[src/rtl/pie_pkg.sv]
package pie_pkg;
  localparam int VEC_W = 32;
  localparam int LVL_W = 5;
  localparam int SW_LO = 4;
  localparam int SW_HI = 18;
  localparam int EX_LO = 20;
  localparam int EX_HI = 23;
endpackage

[src/rtl/pie_regs.sv]
module pie_regs #(
  parameter int VEC_W = pie_pkg::VEC_W,
  parameter int LVL_W = pie_pkg::LVL_W,
  parameter int SW_LO = pie_pkg::SW_LO,
  parameter int SW_HI = pie_pkg::SW_HI
) (
  input  logic             clk_i,
  input  logic             rst_ni,
  input  logic [VEC_W-1:0] wdata_i,
  input  logic             sw_we_i,
  input  logic             lvl_we_i,
  output logic [VEC_W-1:0] sw_req_o,
  output logic [LVL_W-1:0] cur_lvl_o
);
  logic [VEC_W-1:0] sw_mask;

  for (genvar b = 0; b < VEC_W; b++) begin : g_mask
    assign sw_mask[b] = (b >= SW_LO) && (b <= SW_HI);
  end

  always_ff @(posedge clk_i or negedge rst_ni) begin
    if (!rst_ni) begin
      sw_req_o  <= '0;
      cur_lvl_o <= '0;
    end else begin
      if (sw_we_i)  sw_req_o  <= wdata_i & sw_mask;
      if (lvl_we_i) cur_lvl_o <= wdata_i[LVL_W-1:0];
    end
  end


  sw_mask_chk: assert property (@(posedge clk_i) disable iff (!rst_ni)
    sw_we_i |=> sw_req_o == ($past(wdata_i) & sw_mask));


  lvl_mask_chk: assert property (@(posedge clk_i) disable iff (!rst_ni)
    lvl_we_i |=> cur_lvl_o == $past(wdata_i[LVL_W-1:0]));
endmodule

[src/rtl/pie_scan.sv]
module pie_scan #(
  parameter int VEC_W = pie_pkg::VEC_W,
  parameter int LVL_W = pie_pkg::LVL_W,
  parameter int SW_LO = pie_pkg::SW_LO,
  parameter int SW_HI = pie_pkg::SW_HI,
  parameter int EX_LO = pie_pkg::EX_LO,
  parameter int EX_HI = pie_pkg::EX_HI
) (
  input  logic [VEC_W-1:0] sw_req_i,
  input  logic [VEC_W-1:0] ext_irq_i,
  output logic [LVL_W-1:0] level_o,
  output logic [VEC_W-1:0] pend_o
);
  // ascending scan: the last hit is the highest; external range scanned last
  always_comb begin
    level_o = '0;
    pend_o  = '0;
    for (int i = SW_LO; i <= SW_HI; i++) begin
      if (sw_req_i[i]) begin
        level_o   = LVL_W'(i - SW_LO + 1);
        pend_o[i] = 1'b1;
      end
    end
    for (int i = EX_LO; i <= EX_HI; i++) begin
      if (ext_irq_i[i]) begin
        level_o   = LVL_W'(i);
        pend_o[i] = 1'b1;
      end
    end
  end
endmodule

[src/rtl/pie_eval.sv]
module pie_eval #(
  parameter int VEC_W = pie_pkg::VEC_W,
  parameter int LVL_W = pie_pkg::LVL_W
) (
  input  logic             clk_i,
  input  logic             rst_ni,
  input  logic             ret_i,
  input  logic [LVL_W-1:0] level_i,
  input  logic [VEC_W-1:0] pend_i,
  input  logic [LVL_W-1:0] cur_lvl_i,
  output logic             trap_o,
  output logic [LVL_W-1:0] int_id_o,
  output logic [VEC_W-1:0] summary_o
);
  logic chk_q;
  logic take;

  assign take = chk_q && (level_i != '0) && (level_i > cur_lvl_i);

  always_ff @(posedge clk_i or negedge rst_ni) begin
    if (!rst_ni) begin
      chk_q     <= 1'b0;
      trap_o    <= 1'b0;
      int_id_o  <= '0;
      summary_o <= '0;
    end else begin
      chk_q  <= ret_i;  // evaluation clears, return re-arms
      trap_o <= take;
      if (take) begin
        int_id_o  <= level_i;
        summary_o <= pend_i;
      end
    end
  end


  trap_above_lvl_chk: assert property (@(posedge clk_i) disable iff (!rst_ni)
    trap_o |-> (int_id_o > $past(cur_lvl_i)));


  trap_needs_chk_chk: assert property (@(posedge clk_i) disable iff (!rst_ni)
    trap_o |-> $past(chk_q));


  summary_hold_chk: assert property (@(posedge clk_i) disable iff (!rst_ni)
    !trap_o |-> ($stable(summary_o) && $stable(int_id_o)));
endmodule

[src/rtl/prio_irq_eval.sv]
module prio_irq_eval #(
  parameter int VEC_W = pie_pkg::VEC_W,
  parameter int LVL_W = pie_pkg::LVL_W,
  parameter int SW_LO = pie_pkg::SW_LO,
  parameter int SW_HI = pie_pkg::SW_HI,
  parameter int EX_LO = pie_pkg::EX_LO,
  parameter int EX_HI = pie_pkg::EX_HI
) (
  input  logic             clk_i,
  input  logic             rst_ni,
  input  logic [VEC_W-1:0] wdata_i,
  input  logic             sw_we_i,
  input  logic             lvl_we_i,
  input  logic [VEC_W-1:0] ext_irq_i,
  input  logic             ret_i,
  output logic             trap_o,
  output logic [LVL_W-1:0] int_id_o,
  output logic [VEC_W-1:0] summary_o,
  output logic [VEC_W-1:0] sw_req_o,
  output logic [LVL_W-1:0] cur_lvl_o
);
  logic [LVL_W-1:0] level;
  logic [VEC_W-1:0] pend;

  pie_regs #(.VEC_W(VEC_W), .LVL_W(LVL_W), .SW_LO(SW_LO), .SW_HI(SW_HI)) u_regs (
    .clk_i(clk_i), .rst_ni(rst_ni), .wdata_i(wdata_i), .sw_we_i(sw_we_i),
    .lvl_we_i(lvl_we_i), .sw_req_o(sw_req_o), .cur_lvl_o(cur_lvl_o)
  );

  pie_scan #(.VEC_W(VEC_W), .LVL_W(LVL_W), .SW_LO(SW_LO), .SW_HI(SW_HI),
             .EX_LO(EX_LO), .EX_HI(EX_HI)) u_scan (
    .sw_req_i(sw_req_o), .ext_irq_i(ext_irq_i), .level_o(level), .pend_o(pend)
  );

  pie_eval #(.VEC_W(VEC_W), .LVL_W(LVL_W)) u_eval (
    .clk_i(clk_i), .rst_ni(rst_ni), .ret_i(ret_i), .level_i(level), .pend_i(pend),
    .cur_lvl_i(cur_lvl_o), .trap_o(trap_o), .int_id_o(int_id_o), .summary_o(summary_o)
  );
endmodule

[config.mk]
export PLATFORM = sky130hd
export DESIGN_NAME = prio_irq_eval
export DESIGN_NICKNAME = d
export VERILOG_FILES = /design/src/rtl/pie_pkg.sv /design/src/rtl/pie_regs.sv /design/src/rtl/pie_scan.sv /design/src/rtl/pie_eval.sv /design/src/rtl/prio_irq_eval.sv
export SDC_FILE = /design/constraint.sdc
export NUM_CORES = 1
export LEC_CHECK = 0
export BUFFER_PORTS_ARGS = -buffer_cell sky130_fd_sc_hd__buf_4
export CORE_MARGIN = 2
export CORE_UTILIZATION = 46
export CTS_CLUSTER_DIAMETER = 30
export DETAILED_ROUTE_END_ITERATION = 10
export PLACE_DENSITY = 0.85
export SETUP_SLACK_MARGIN = 0.2
export SYNTH_ARGS = -nofsm -noshare
export SYNTH_HDL_FRONTEND = slang
export SYNTH_SLANG_ARGS = --single-unit
[constraint.sdc]
create_clock -name clk_i -period 6.1 [get_ports clk_i]
set_input_delay 0 -clock clk_i [delete_from_list [all_inputs] [get_ports clk_i]]
set_output_delay 0 -clock clk_i [all_outputs]
set_load 0.05 [all_outputs]
Word-level counts from Yosys, hierarchy flattened
Cells that the tools add are included.
{"block": "word_totals", "ff_bits": 46, "output_inout_bits": 75, "wordCells": 48}
{"block": "op_classes", "n_reduce_logical": 3, "n_lt_le_gt_ge": 1, "n_mux": 38}
{"cell": "2-to-1 mux 4 bit", "n": 8}
{"cell": "2-to-1 mux 1 bit", "n": 20}
{"cell": "2-to-1 mux 5 bit", "n": 4}
{"cell": "2-to-1 mux 3 bit", "n": 4}
{"cell": "greater-than comparator 5 bit", "n": 1}
{"cell": "nonzero test 5 bit", "n": 1}
{"cell": "2-to-1 mux 2 bit", "n": 2}
{"cell": "logical AND 1 bit", "n": 2}

Depth between registers and ports, before layout
Gate-level depths: netlist of run 1.
{"block": "depth", "word_depth": 22, "ltp_mapped": 11}

Modules after synthesis
A second synthesis of run 1 with hierarchy kept.
{"block": "hier_totals", "hier_cells": 228, "hier_area_um2": 3020.4}
{"mod": "pie_eval", "area_per_inst_um2": 1669.1, "cells_per_inst": 101, "n_inst": 1}
{"mod": "pie_regs", "area_per_inst_um2": 925.9, "cells_per_inst": 60, "n_inst": 1}
{"mod": "pie_scan", "area_per_inst_um2": 425.4, "cells_per_inst": 67, "n_inst": 1}

Worst setup path after synthesis of run 1
OpenSTA, ideal clock, no wires.
{"block": "synth_timing", "kind": "reg-to-reg", "startpoint": "register u_regs.sw_req_o[7]", "endpoint": "register u_eval.int_id_o[2]", "setup_time_ps": 120, "stages_incl_launch_ff": 11, "path_buffers": 0, "arrival_ps": 3033, "required_time_ps": 5980, "slack_ps": 2946, "path_cell_list": "dfrtp_1 nor2b_1 a2111oi_2 o211ai_1 nor3b_1 ha_1 nand4_1 o221ai_1 a31oi_1 mux2_2 a41o_1"}
{"block": "synth_via", "elab_chain_cells": 19}
{"item": "start: declaration", "line_no": "pie_regs.sv:12", "text": "output logic [VEC_W-1:0] sw_req_o,"}
{"item": "start signal: assignment", "line_no": "pie_regs.sv:26", "text": "if (sw_we_i) sw_req_o <= wdata_i & sw_mask;"}
{"item": "2-to-1 mux 3 bit * (4 in series)", "line_no": "pie_scan.sv:19", "text": "if (sw_req_i[i]) begin"}
{"item": "2-to-1 mux 4 bit * (8 in series)", "line_no": "pie_scan.sv:19"}
{"item": "2-to-1 mux 5 bit * (4 in series)", "line_no": "pie_scan.sv:25", "text": "if (ext_irq_i[i]) begin"}
{"item": "branches (longest 3 deep; another with greater-than comparator 5 bit)"}
{"item": "end signal: assignment", "line_no": "pie_eval.sv:30", "text": "int_id_o <= level_i;"}
{"item": "end: declaration", "line_no": "pie_eval.sv:12", "text": "output logic [LVL_W-1:0] int_id_o,"}
Every way passes the cells marked *.
A chain may end at the register's enable or synchronous reset.

Worst setup path in the final report of run 1
{"block": "layout_timing", "startpoint": "register u_regs.sw_req_o[14]", "endpoint": "register u_eval.summary_o[5]"}
{"block": "layout_via", "elab_chain_cells": 12}
{"item": "2-to-1 mux 4 bit * (5 in series)", "line_no": "pie_scan.sv:19"}
{"item": "2-to-1 mux 5 bit * (4 in series)", "line_no": "pie_scan.sv:25"}
{"item": "branches (longest 2 deep; another with greater-than comparator 5 bit)"}
{"item": "logical AND 1 bit *", "line_no": "pie_eval.sv:18", "text": "assign take = chk_q && (level_i != '0) && (level_i > cur_lvl_i);"}
{"item": "end signal: assignment", "line_no": "pie_eval.sv:31", "text": "summary_o <= pend_i;"}
{"item": "end: declaration", "line_no": "pie_eval.sv:13", "text": "output logic [VEC_W-1:0] summary_o"}
Marked as above.

==> reports/qor.yml, run 1 <==
r2r-start: "u_regs.sw_req_o[14]$_DFFE_PN0P_"
finalCriticalPeriod_ns: 3.737
rrSetupSlack_ns: 2.36
synthArstFlopShare: 1.000
start_util: 0.4868
drc: 0
maxCapViolCount: 0
cp_data_arrival_time_ns: 3.92
grtUsageTotal: 0.1989
wl_um: 5416
hold_path.class: "in -> reg"
tritoncts: "built"
synth_edf_count: 0
vias: 1794
rows: 25
finalHoldViolations: 0
netlist_instances: 205
slowest_stage: "a31oi_4"
min_to: "u_regs.cur_lvl_o[0]$_DFFE_PN0P_"
cts_max_level: 2
rsz0062_at_grt: "no"
yosysWarnings: 0
syn_avg_cell_area_um2: 11.44
syn_area_um2: 2345
synth.distinct_cells: 40
grt_pass1_vias: 1796
gr-total-overflow: 0
slew_violations: 0
path_clk_slew_ns: 0.08
clock_path_buffers: 2
cp_max_fo: 22
wl_per_cell_um: 14.33
dieArea_um2: 5684
finalCritPeriodShare: 0.6126
fin_util: 0.6706
finalClockSkew_ns: 0.004123
required_ns: 6.28
p_leak_nw: 1.555
r2r_end: "u_eval.summary_o[5]$_DFFE_PN0P_"
clkSinkCount: 46
critPathMaxStageDelay_ns: 0.72
n_antenna_cell: 0
dr.pass1.iters: 4
holdCritStartpoint: "lvl_we_i"
placed_cell_area_um2: 2819
die_x_um: 75.40
postCtsSetupBuffers: 0
cts_root_buf: "clkbuf_8"
grt_pass1_wl_um: 8542
fin_tns_setup_ns: 0
clkLatencyLatePin_ns: 0.29
layout.nets: 384
design.core.area_um2: 4817
reg2reg_depth: 10
setup_viol: 0
path_class: "reg -> reg"
seq_area_frac_synth: 0.4909
hold_depth: 2
synth-seq-cells: 46
ant_nets: 0
worstSetupEndpointType: "flop"
worst_slack_ns: 2.363
peakVddDrop_uv: 200.1
fin_area_um2: 3231
worst_pin_slew_ns: 0.8937
antenna_found_initial: 0
grt_max_degree: 47
finalPower_mw: 1.101
globalplace.congestion: 0.8413
ys_dominant_reg_cell: "dfrtp_1"
fmax_mhz: 267.6
crit_path_start_kind: "flop"
status: "completed"
cts_buffers: 5
vias_per_cell: 4.746
drt_first_iter_violations: 68
die_y_um: 75.40
portBuffers: 72
drive_gt1_frac: 0.3601
dp_slack_ns: 2.367
syn_to_final_growth_pct: 37.78
cts_resized: 0
dpl.hpwl_um: 3718
crit_chain: "nor3_1, o21ai_0, o211ai_1, nor3b_1, ha_1, nand4_1, o221ai_1, a31o_2, a31oi_4, mux2_1"
power_density_nw_per_um2: 340.8
relSlewSlack: 0.4042
design.portCount: 144
==> power by group <==
part / internal (mW) / leakage (nW) / switching, mW / total, mW
registers: 0.363 / 0.545 / 0.0448 / 0.408
clock network: 0.0915 / 0.0482 / 0.0970 / 0.188
logic: 0.167 / 0.962 / 0.338 / 0.505
total: 0.621 / 1.55 / 0.480 / 1.10
==> how the worst max path moves through the flow <==
| stage | start | end | cells after the start |
|---|---|---|---|
| after floorplan | u_regs.sw_req_o[7]$_DFFE_PN0P_ | u_eval.int_id_o[2]$_DFFE_PN0P_ | 10 |
| after global placement | u_regs.sw_req_o[14]$_DFFE_PN0P_ | u_eval.summary_o[5]$_DFFE_PN0P_ | 10 |
| after detailed placement | u_regs.sw_req_o[14]$_DFFE_PN0P_ | u_eval.summary_o[5]$_DFFE_PN0P_ | 10 |
| after CTS | u_regs.sw_req_o[14]$_DFFE_PN0P_ | u_eval.summary_o[5]$_DFFE_PN0P_ | 10 |
| after global routing | u_regs.sw_req_o[14]$_DFFE_PN0P_ | u_eval.summary_o[5]$_DFFE_PN0P_ | 10 |
| final | u_regs.sw_req_o[14]$_DFFE_PN0P_ | u_eval.summary_o[5]$_DFFE_PN0P_ | 10 |
==> critical path: cells and delay by family, from the launching register on <==
kind / cells / cell delay, ns
fa+ha+maj: 1 / 0.34
mux: 1 / 0.38
compound gates: 5 / 1.67
simple gates: 3 / 0.77
flops: 1 / 0.47
==> placed cells by master (no fill, tap or decap), types with 2 or more instances in the layout <==
cell,instances
mux2_4,11
nor3_1,2
nor2_1,10
a21oi_1,3
o21ai_1,7
buf_4,72
nand2_1,13
nor4_1,2
o211ai_1,2
nor4_2,2
mux2_2,16
o22ai_1,2
dfrtp_1,46
o21ai_0,7
clkbuf_8,6
dlygate4sd3_1,32
ha_1,5
nor2b_1,3
inv_1,18
conb_1,30
mux2_1,2
==> through the flow <==
stage	hold WS, ns	instances
after floorplan	-0.2956	234
after global placement	0.03370	338
after detailed placement	0.04162	338
after CTS	0.01068	378
after global routing	0.01989	378
final	0.02108	378
==> repair_timing <==
action,CTS,global route
hold buffers,32,0
hold endpoints to repair,71,0
setup endpoints to repair,0,0
==> Yosys cell counts (3+ instances only) <==
| master | instances | area [um^2] |
|---|---|---|
| ha_1 | 5 | 62.56 |
| inv_1 | 18 | 67.56 |
| a21oi_1 | 3 | 15.01 |
| dfrtp_1 | 46 | 1151 |
| nor2b_1 | 3 | 18.77 |
| buf_4 | 30 | 225.2 |
| o21ai_0 | 7 | 35.03 |
| mux2_2 | 16 | 180.2 |
| nand2_1 | 13 | 48.80 |
| mux2_4 | 11 | 165.2 |
| o21ai_1 | 7 | 35.03 |
| nor2_1 | 10 | 37.54 |
==> logic make-up after synthesis <==
family | after synthesis | share of synthesized area
other cells | 1 | 0.001599
fa+ha+maj | 5 | 0.02668
simple gates | 38 | 0.08272
buf+inv | 53 | 0.1393
mux | 29 | 0.1569
compound gates | 33 | 0.1019
flops | 46 | 0.4909
==> metal layers <==
metal	vias up	wire (um)	global-route usage
met5	-	0	0
met4	0	28	0.04483
met3	4	275	0.05952
met2	67	2841	0.3449
met1	871	2270	0.2451
li1	852	-	-
==> cell type report <==
type	count	area, um^2
repair buffers	104	860.8
inverters	18	67.56
clock buffers	7	86.33
flip-flops and latches	46	1151
multi-input cells	135	975.9
fillers	391	1587
well taps	67	83.83
clock inverters	1	5.005
==> state kept, by name, summed over array words and instances (netlist names) <==
signal	flops
u_eval.chk_q	1
u_eval.int_id_o	5
u_eval.summary_o	19
u_eval.trap_o	1
u_regs.cur_lvl_o	5
u_regs.sw_req_o	15
Note: power is estimated with default switching activity, not from simulation.
==> run 2: changes to the inputs <==
ABC_AREA = 1   (was default)
CORE_UTILIZATION = 39   (was 46)
PLACE_DENSITY = 0.77   (was 0.85)
clock period = 3.4 ns   (was 6.1 ns; I/O delays follow)
==> run 2 against run 1 <==
Clock skew up 0.00090 ns; count of clock-buffer cells in the layout down 1; sequential power up 69%; die area up 15%; worst setup slack worse by 1.8 ns; synthesized cell count up 35%; critical path type unchanged; critical endpoint is now u_eval.summary_o[8]$_DFFE_PN0P_; largest power group unchanged.
==> reports/qor.yml, run 2 <==
status: "completed"
portBuffers: 72  # unchanged
setup_viol: 0  # unchanged
grt_max_degree: 47  # unchanged
n_antenna_cell: 0  # unchanged
design.core.area_um2: 5816  # +21%
drt_first_iter_violations: 111  # +63%
reg.largest.list: "u_eval.summary_o (19), u_regs.sw_req_o (15)"
critPathLaunch: "u_regs.sw_req_o[5]$_DFFE_PN0P_"
synth.most_common_cell: "nand2_1"
drc: 0  # unchanged
fin_tns_setup_ns: 0  # unchanged
top_register: "u_eval.summary_o"
fmax_mhz: 349.6  # +31%
syn_avg_cell_area_um2: 8.334  # -27%
rsz0062_at_grt: "no"
rows: 28  # +12%
dieArea_um2: 6550  # +15%
die_x_um: 80.94  # +7.3%
cts_max_level: 2  # unchanged
clkSinkCount: 46  # unchanged
rrSetupSlack_ns: 0.54  # -1.82 ns
hold_path.class: "in -> reg"
gr-total-overflow: 0  # unchanged
final_cell_mix: "94 x nand2_1, 74 x buf_4, 46 x dfrtp_1"
cp_data_arrival_time_ns: 3.10  # -0.82 ns
dpl.hpwl_um: 3799  # +2.2%
finalClockSkew_ns: 0.005020  # +0.0008969 ns
slowest_stage: "dfrtp_1"
worst_pin_slew_ns: 0.5819  # -0.3117 ns
synthTopCellsByCount: "94 x nand2_1, 46 x dfrtp_1, 30 x buf_4"
design.portCount: 144  # unchanged
syn_to_final_growth_pct: 39.78
synthArstFlopShare: 1.000  # unchanged
dr.pass1.iters: 4  # unchanged
crit_path_start_kind: "flop"
ant_nets: 0  # unchanged
ys_dominant_reg_cell: "dfrtp_1"
largest_reg_flops: 19  # unchanged
layout.nets: 454  # +18%
synth-seq-cells: 46  # unchanged
cts_root_buf: "clkbuf_8"
reg2reg_depth: 27  # +17
netlist_instances: 277  # +35%
dp_slack_ns: 0.5579  # -1.809 ns
yosysTopAreaCell: "dfrtp_1"
maxCapViolCount: 0  # unchanged
final_common_cell: "nand2_1"
globalplace.congestion: 0.8080  # -4.0%
r2r_end: "u_eval.summary_o[8]$_DFFE_PN0P_"
grt_pass1_wl_um: 8576  # +0.40%
synth_edf_count: 0  # unchanged
finalPower_mw: 1.838  # +67%
nFillCells: 561  # +43%
tritoncts: "built"
worstSetupEndpointType: "flop"
vias: 2086  # +16%
drive_gt1_frac: 0.2310  # -0.1292
finalCriticalPeriod_ns: 2.860  # -0.8763 ns
cts_buffers: 5  # unchanged
cts_resized: 0  # unchanged
holdCritStartpoint: "lvl_we_i"
peakVddDrop_uv: 267.8  # +34%
yosysWarnings: 0  # unchanged
yosysTopAreaCellShare: 0.4986  # +0.007716
synth.distinct_cells: 23  # -43%
seq_area_frac_synth: 0.4986  # +0.007716
postCtsSetupBuffers: 0  # unchanged
cp_max_fo: 14  # -36%
slew_violations: 0  # unchanged
p_leak_nw: 1.746  # +12%
cp.buffers_inverters: 3  # +3
r2r-start: "u_regs.sw_req_o[5]$_DFFE_PN0P_"
start_util: 0.3969  # -0.08981
critical_path.top_delay_family: "simple AND/OR/NAND/NOR gates"
worst_slack_ns: 0.5395  # -1.824 ns
vias_per_cell: 4.575  # -3.6%
fin_util: 0.5549  # -0.1158
clock_path_buffers: 2  # unchanged
relSlewSlack: 0.6120  # +0.2078
grt_pass1_vias: 1866  # +3.9%
grtUsageTotal: 0.1695  # -0.02941
wl_um: 5432  # +0.30%
path_clk_slew_ns: 0.09  # about the same
cp-endpoint: "u_eval.summary_o[8]$_DFFE_PN0P_"
crit_top_cell: "nand2_1"
required_ns: 3.64  # -2.64 ns
yosys-top-cells-area: "dfrtp_1 50%, nand2_1 15%, buf_4 9.8%"
finalCritPeriodShare: 0.8413  # +0.2287
finalHoldViolations: 0  # unchanged
cp_num_cells: 27  # +17
power_density_nw_per_um2: 569.6  # +67%
antenna_found_initial: 0  # unchanged
wl_per_cell_um: 11.91  # -17%
critPathMaxStageDelay_ns: 0.42  # -0.30 ns
syn_area_um2: 2308  # -1.5%
clkLatencyLatePin_ns: 0.29  # about the same
hold_depth: 2  # unchanged
die_y_um: 80.94  # +7.3%
path_class: "reg -> reg"
## run 2: power by group
part	switching, mW	leakage [nW]	internal, mW	total, mW
Combinational	0.534	1.13	0.213	0.747
Clock	0.181	0.0514	0.219	0.400
Sequential	0.0598	0.563	0.631	0.691
## run 2: what timing repair did
action,CTS,global route
endpoints found under the setup margin,0,0
hold buffers,33,0
endpoints found under the hold margin,71,0
## run 2: final cells by class
type                    instances  area (um^2)  share of cell area
multi-input cells             195        892.1              0.2765
well taps                      75        93.84             0.02908
clock buffers                   6        72.57             0.02249
inverters                      25        93.84             0.02908
clock inverters                 2        37.54             0.01163
repair buffers                107        885.9              0.2745
flip-flops and latches         46         1151              0.3567
## run 2: worst min-delay path by stage
stage / to / slack [ns]
floorplan: u_eval.chk_q$_DFF_PN0_ / -0.30
global placement: u_eval.summary_o[14]$_DFFE_PN0P_ / 0.03
detailed placement: u_eval.summary_o[14]$_DFFE_PN0P_ / 0.04
CTS: u_regs.cur_lvl_o[0]$_DFFE_PN0P_ / 0.008
global route: u_regs.cur_lvl_o[0]$_DFFE_PN0P_ / 0.02
finish: u_regs.cur_lvl_o[0]$_DFFE_PN0P_ / 0.02
## run 2: per-layer routing
layer  GRT usage  vias up  routed length (um)
met2      0.2702       71                2577
met5           0        -                   0
met3     0.03778       12                 301
li1            -     1016                   -
met1      0.2225      987                2415
met4     0.07288        0                 138
## run 2: kinds of logic (layout without fill, tap and decap cells)
| group | after synthesis | after routing | synth area share |
|---|---|---|---|
| AO/OA/AOI/OAI | 24 | 24 | 0.05854 |
| adder cells (fa/ha/maj) | 5 | 5 | 0.02710 |
| buffers and inverters | 65 | 140 | 0.1621 |
| flip-flops | 46 | 46 | 0.4986 |
| multiplexers | 2 | 2 | 0.009755 |
| other | 1 | 30 | 0.001624 |
| AND/OR/NAND/NOR | 134 | 134 | 0.2423 |
## run 2: per-stage QoR
| stage | instance area [um^2] | hold WS (ns) | cells |
|---|---|---|---|
| global placement | 2786 | 0.03211 | 415 |
| global route | 3227 | 0.01912 | 456 |
| finish | 3227 | 0.02081 | 456 |
| floorplan | 2417 | -0.2956 | 306 |
| CTS | 3227 | 0.007801 | 456 |
| detailed placement | 2786 | 0.04277 | 415 |
==> run 3: changes to the inputs <==
clock period = 2.4 ns   (was 3.4 ns; I/O delays follow)
==> run 3 against run 2 <==
The flow now finishes with violations (setup timing); clock power rose by 80%; routed wire length rose by 38%; count of clock-buffer cells in the layout did not move; maximum frequency rose by 2.3%; sequential power rose by 42%; combinational power rose by 74%; sequential share of layout area fell by 5.7 points; cell area rose by 20%; critical endpoint is now u_eval.summary_o[7]$_DFFE_PN0P_; largest cell class is now buffers.
==> reports/qor.yml, run 3 (synthesis gave the netlist of run 2 again) <==
die_y_um: 80.94  # unchanged
clock_power_share: 0.241  # +0.023
slew_violations: 0  # unchanged
violations: "setup timing"
worst_pin_slew_ns: 0.5796  # -0.002312 ns
finalCriticalPeriod_ns: 2.797  # -0.06361 ns
rsz0062_at_grt: "yes"
portBuffers: 72  # unchanged
antenna_found_initial: 0  # unchanged
rows: 28  # unchanged
critPathMaxStageDelay_ns: 0.42  # about the same
drc: 0  # unchanged
cts_buffers: 5  # unchanged
maxCapViolCount: 0  # unchanged
syn_to_final_growth_pct: 67.53
cts_root_buf: "clkbuf_8"
slowest_stage: "dfrtp_2"
finalHoldViolations: 0  # unchanged
whs_ns: 0.07153  # +0.05072 ns
ant_nets: 0  # unchanged
final_cell_mix: "111 x buf_4, 78 x nand2_1, 40 x dfrtp_1"
n_antenna_cell: 0  # unchanged
placed_cell_area_um2: 3034  # +8.9%
worstSetupEndpointType: "flop"
clkLatencyLatePin_ns: 0.31  # +0.02 ns
relSlewSlack: 0.6136  # +0.001541
peakVddDrop_uv: 424.5  # +59%
finalPower_mw: 2.997  # +63%
status: "finished with violations"
dieArea_um2: 6550  # unchanged
crit_chain: "inv_2, buf_4, a211oi_2, o31ai_1, nand2_1, nand2_1, nand2_1, nand2_1, nand3_2, ha_4, nand2_4, nor3_4, a2111oi_4, nor2_4, buf_6, buf_16, nand3_1, nand2_1"
dp_slack_ns: -0.3565  # -0.9144 ns
drt_first_iter_violations: 223  # +100%
vias: 2389  # +15%
tritoncts: "built"
worst_slack_ns: -0.3969  # -0.9364 ns
path_class: "reg -> reg"
reg2reg_depth: 18  # -33%
cts_max_level: 2  # unchanged
p_comb_frac: 0.432  # +0.025
final_common_cell: "buf_4"
largest_reg_flops: 19  # unchanged
p_seq_frac: 0.327  # -0.049
globalplace.congestion: 0.8850  # +9.5%
grt_pass1_vias: 2223  # +19%
p_sw_mw: 1.225  # +58%
gr-total-overflow: 0  # unchanged
grt_pass1_wl_um: 11070  # +29%
clkSinkCount: 46  # unchanged
crit_top_cell: "nand2_1"
reg.largest.list: "u_eval.summary_o (19), u_regs.sw_req_o (15)"
fin_tns_setup_ns: -9.081  # -9.081 ns
stdcell_count: 502  # +10%
design.core.area_um2: 5816  # unchanged
clock_path_buffers: 2  # unchanged
layout.nets: 500  # +10%
design.portCount: 144  # unchanged
grtUsageTotal: 0.2244  # +0.05490
finalCritPeriodShare: 1.165  # +0.3240
dr.pass1.iters: 4  # unchanged
p_int_mw: 1.772  # +67%
required_ns: 2.60  # -1.04 ns
finalClockSkew_ns: 0.004404  # -0.0006159 ns
start_util: 0.3969  # unchanged
fin_util: 0.6650  # +0.1102
die_x_um: 80.94  # unchanged
cp_max_fo: 7  # -7
vias_per_cell: 4.759  # +4.0%
power_density_nw_per_um2: 775.0  # +36%
p_leak_nw: 2.028  # +16%
dpl.hpwl_um: 4355  # +15%
fmax_mhz: 357.5  # +2.3%
dp.cells: 445  # +7.2%
grt_max_degree: 47  # unchanged
wl_per_cell_um: 14.93  # +25%
cp_data_arrival_time_ns: 3.00  # -0.10 ns
drive_gt1_frac: 0.4122  # +0.1812
setup_viol: 25  # +25
top_register: "u_eval.summary_o"
hold_path.class: "in -> reg"
hold_depth: 3  # +1
fin_area_um2: 3867  # +20%
sw_frac_of_total: 0.4088  # -0.01260
crit_path_start_kind: "flop"
wl_um: 7493  # +38%
path_clk_slew_ns: 0.09  # about the same
run 3: changes by cell type in the layout (fill, tap and decap cells not counted), moves of 2 or more:
cell / previous run / this run
ha_1: 5 / 3
dfrtp_2: 0 / 6
nand3_2: 0 / 10
dfrtp_1: 46 / 40
inv_1: 23 / 20
buf_4: 74 / 111
nand2_1: 94 / 78
inv_2: 2 / 5
ha_4: 0 / 2
nand3_1: 25 / 15
nand2_8: 0 / 2
nand2_2: 1 / 16
buf_6: 0 / 4
run 3: worst paths after layout:
check                                                       from  slack, ns                               end
min in group asynchronous                                 rst_ni       0.24  u_eval.summary_o[11]$_DFFE_PN0P_
worst max register to register    u_regs.sw_req_o[6]$_DFFE_PN0P_      -0.40   u_eval.summary_o[7]$_DFFE_PN0P_
worst min register to register  u_eval.summary_o[22]$_DFFE_PN0P_       0.48  u_eval.summary_o[22]$_DFFE_PN0P_
worst max-delay path              u_regs.sw_req_o[6]$_DFFE_PN0P_      -0.40   u_eval.summary_o[7]$_DFFE_PN0P_
worst min-delay path                                     sw_we_i       0.07   u_regs.sw_req_o[13]$_DFFE_PN0P_
max in group asynchronous                                 rst_ni       1.74    u_regs.sw_req_o[9]$_DFFE_PN0P_
run 3: routing by layer:
metal,share of wire,global-route usage,vias up
met5,0,0,-
met2,0.50,0.3620,125
li1,-,-,1106
met3,0.064,0.05222,31
met4,0.044,0.1000,0
met1,0.40,0.2875,1127
run 3: layout make-up:
class / count / area [um^2]
fill: 414 / 1948
timing repair buffer: 152 / 1281
sequential: 46 / 1159
multi-input combinational: 196 / 1097
inverter: 25 / 93.84
tap: 75 / 93.84
clock buffer: 6 / 82.58
clock inverter: 2 / 60.06
run 3: power groups by stage:
stage | Sequential, mW | Clock [mW] | Combinational (mW)
4_1_cts | 0.973 | 0.722 | 1.24
2_1_floorplan | 1.40 | 0 | 0.339
3_3_place_gp | 0.982 | 0 | 1.08
3_5_place_dp | 0.985 | 0 | 1.10
6_report | 0.980 | 0.722 | 1.30
5_1_grt | 0.993 | 0.757 | 1.36
run 3: repair_timing:
item	4_1_cts	5_1_grt
pin swaps	25	27
setup buffers	8	5
endpoints found under the hold margin	71	0
cloned	2	0
endpoints found under the setup margin	25	25
resized for setup	32	20
hold buffers	34	0
run 3: worst max-delay path: cells and delay by family, from the launching register on:
family	cells	cell delay, ns
buffers and inverters	4	0.46
and+or+nand+nor	10	0.89
adders and majority gates	1	0.27
DFF	1	0.42
AOI/OAI and AO/OA	3	0.63
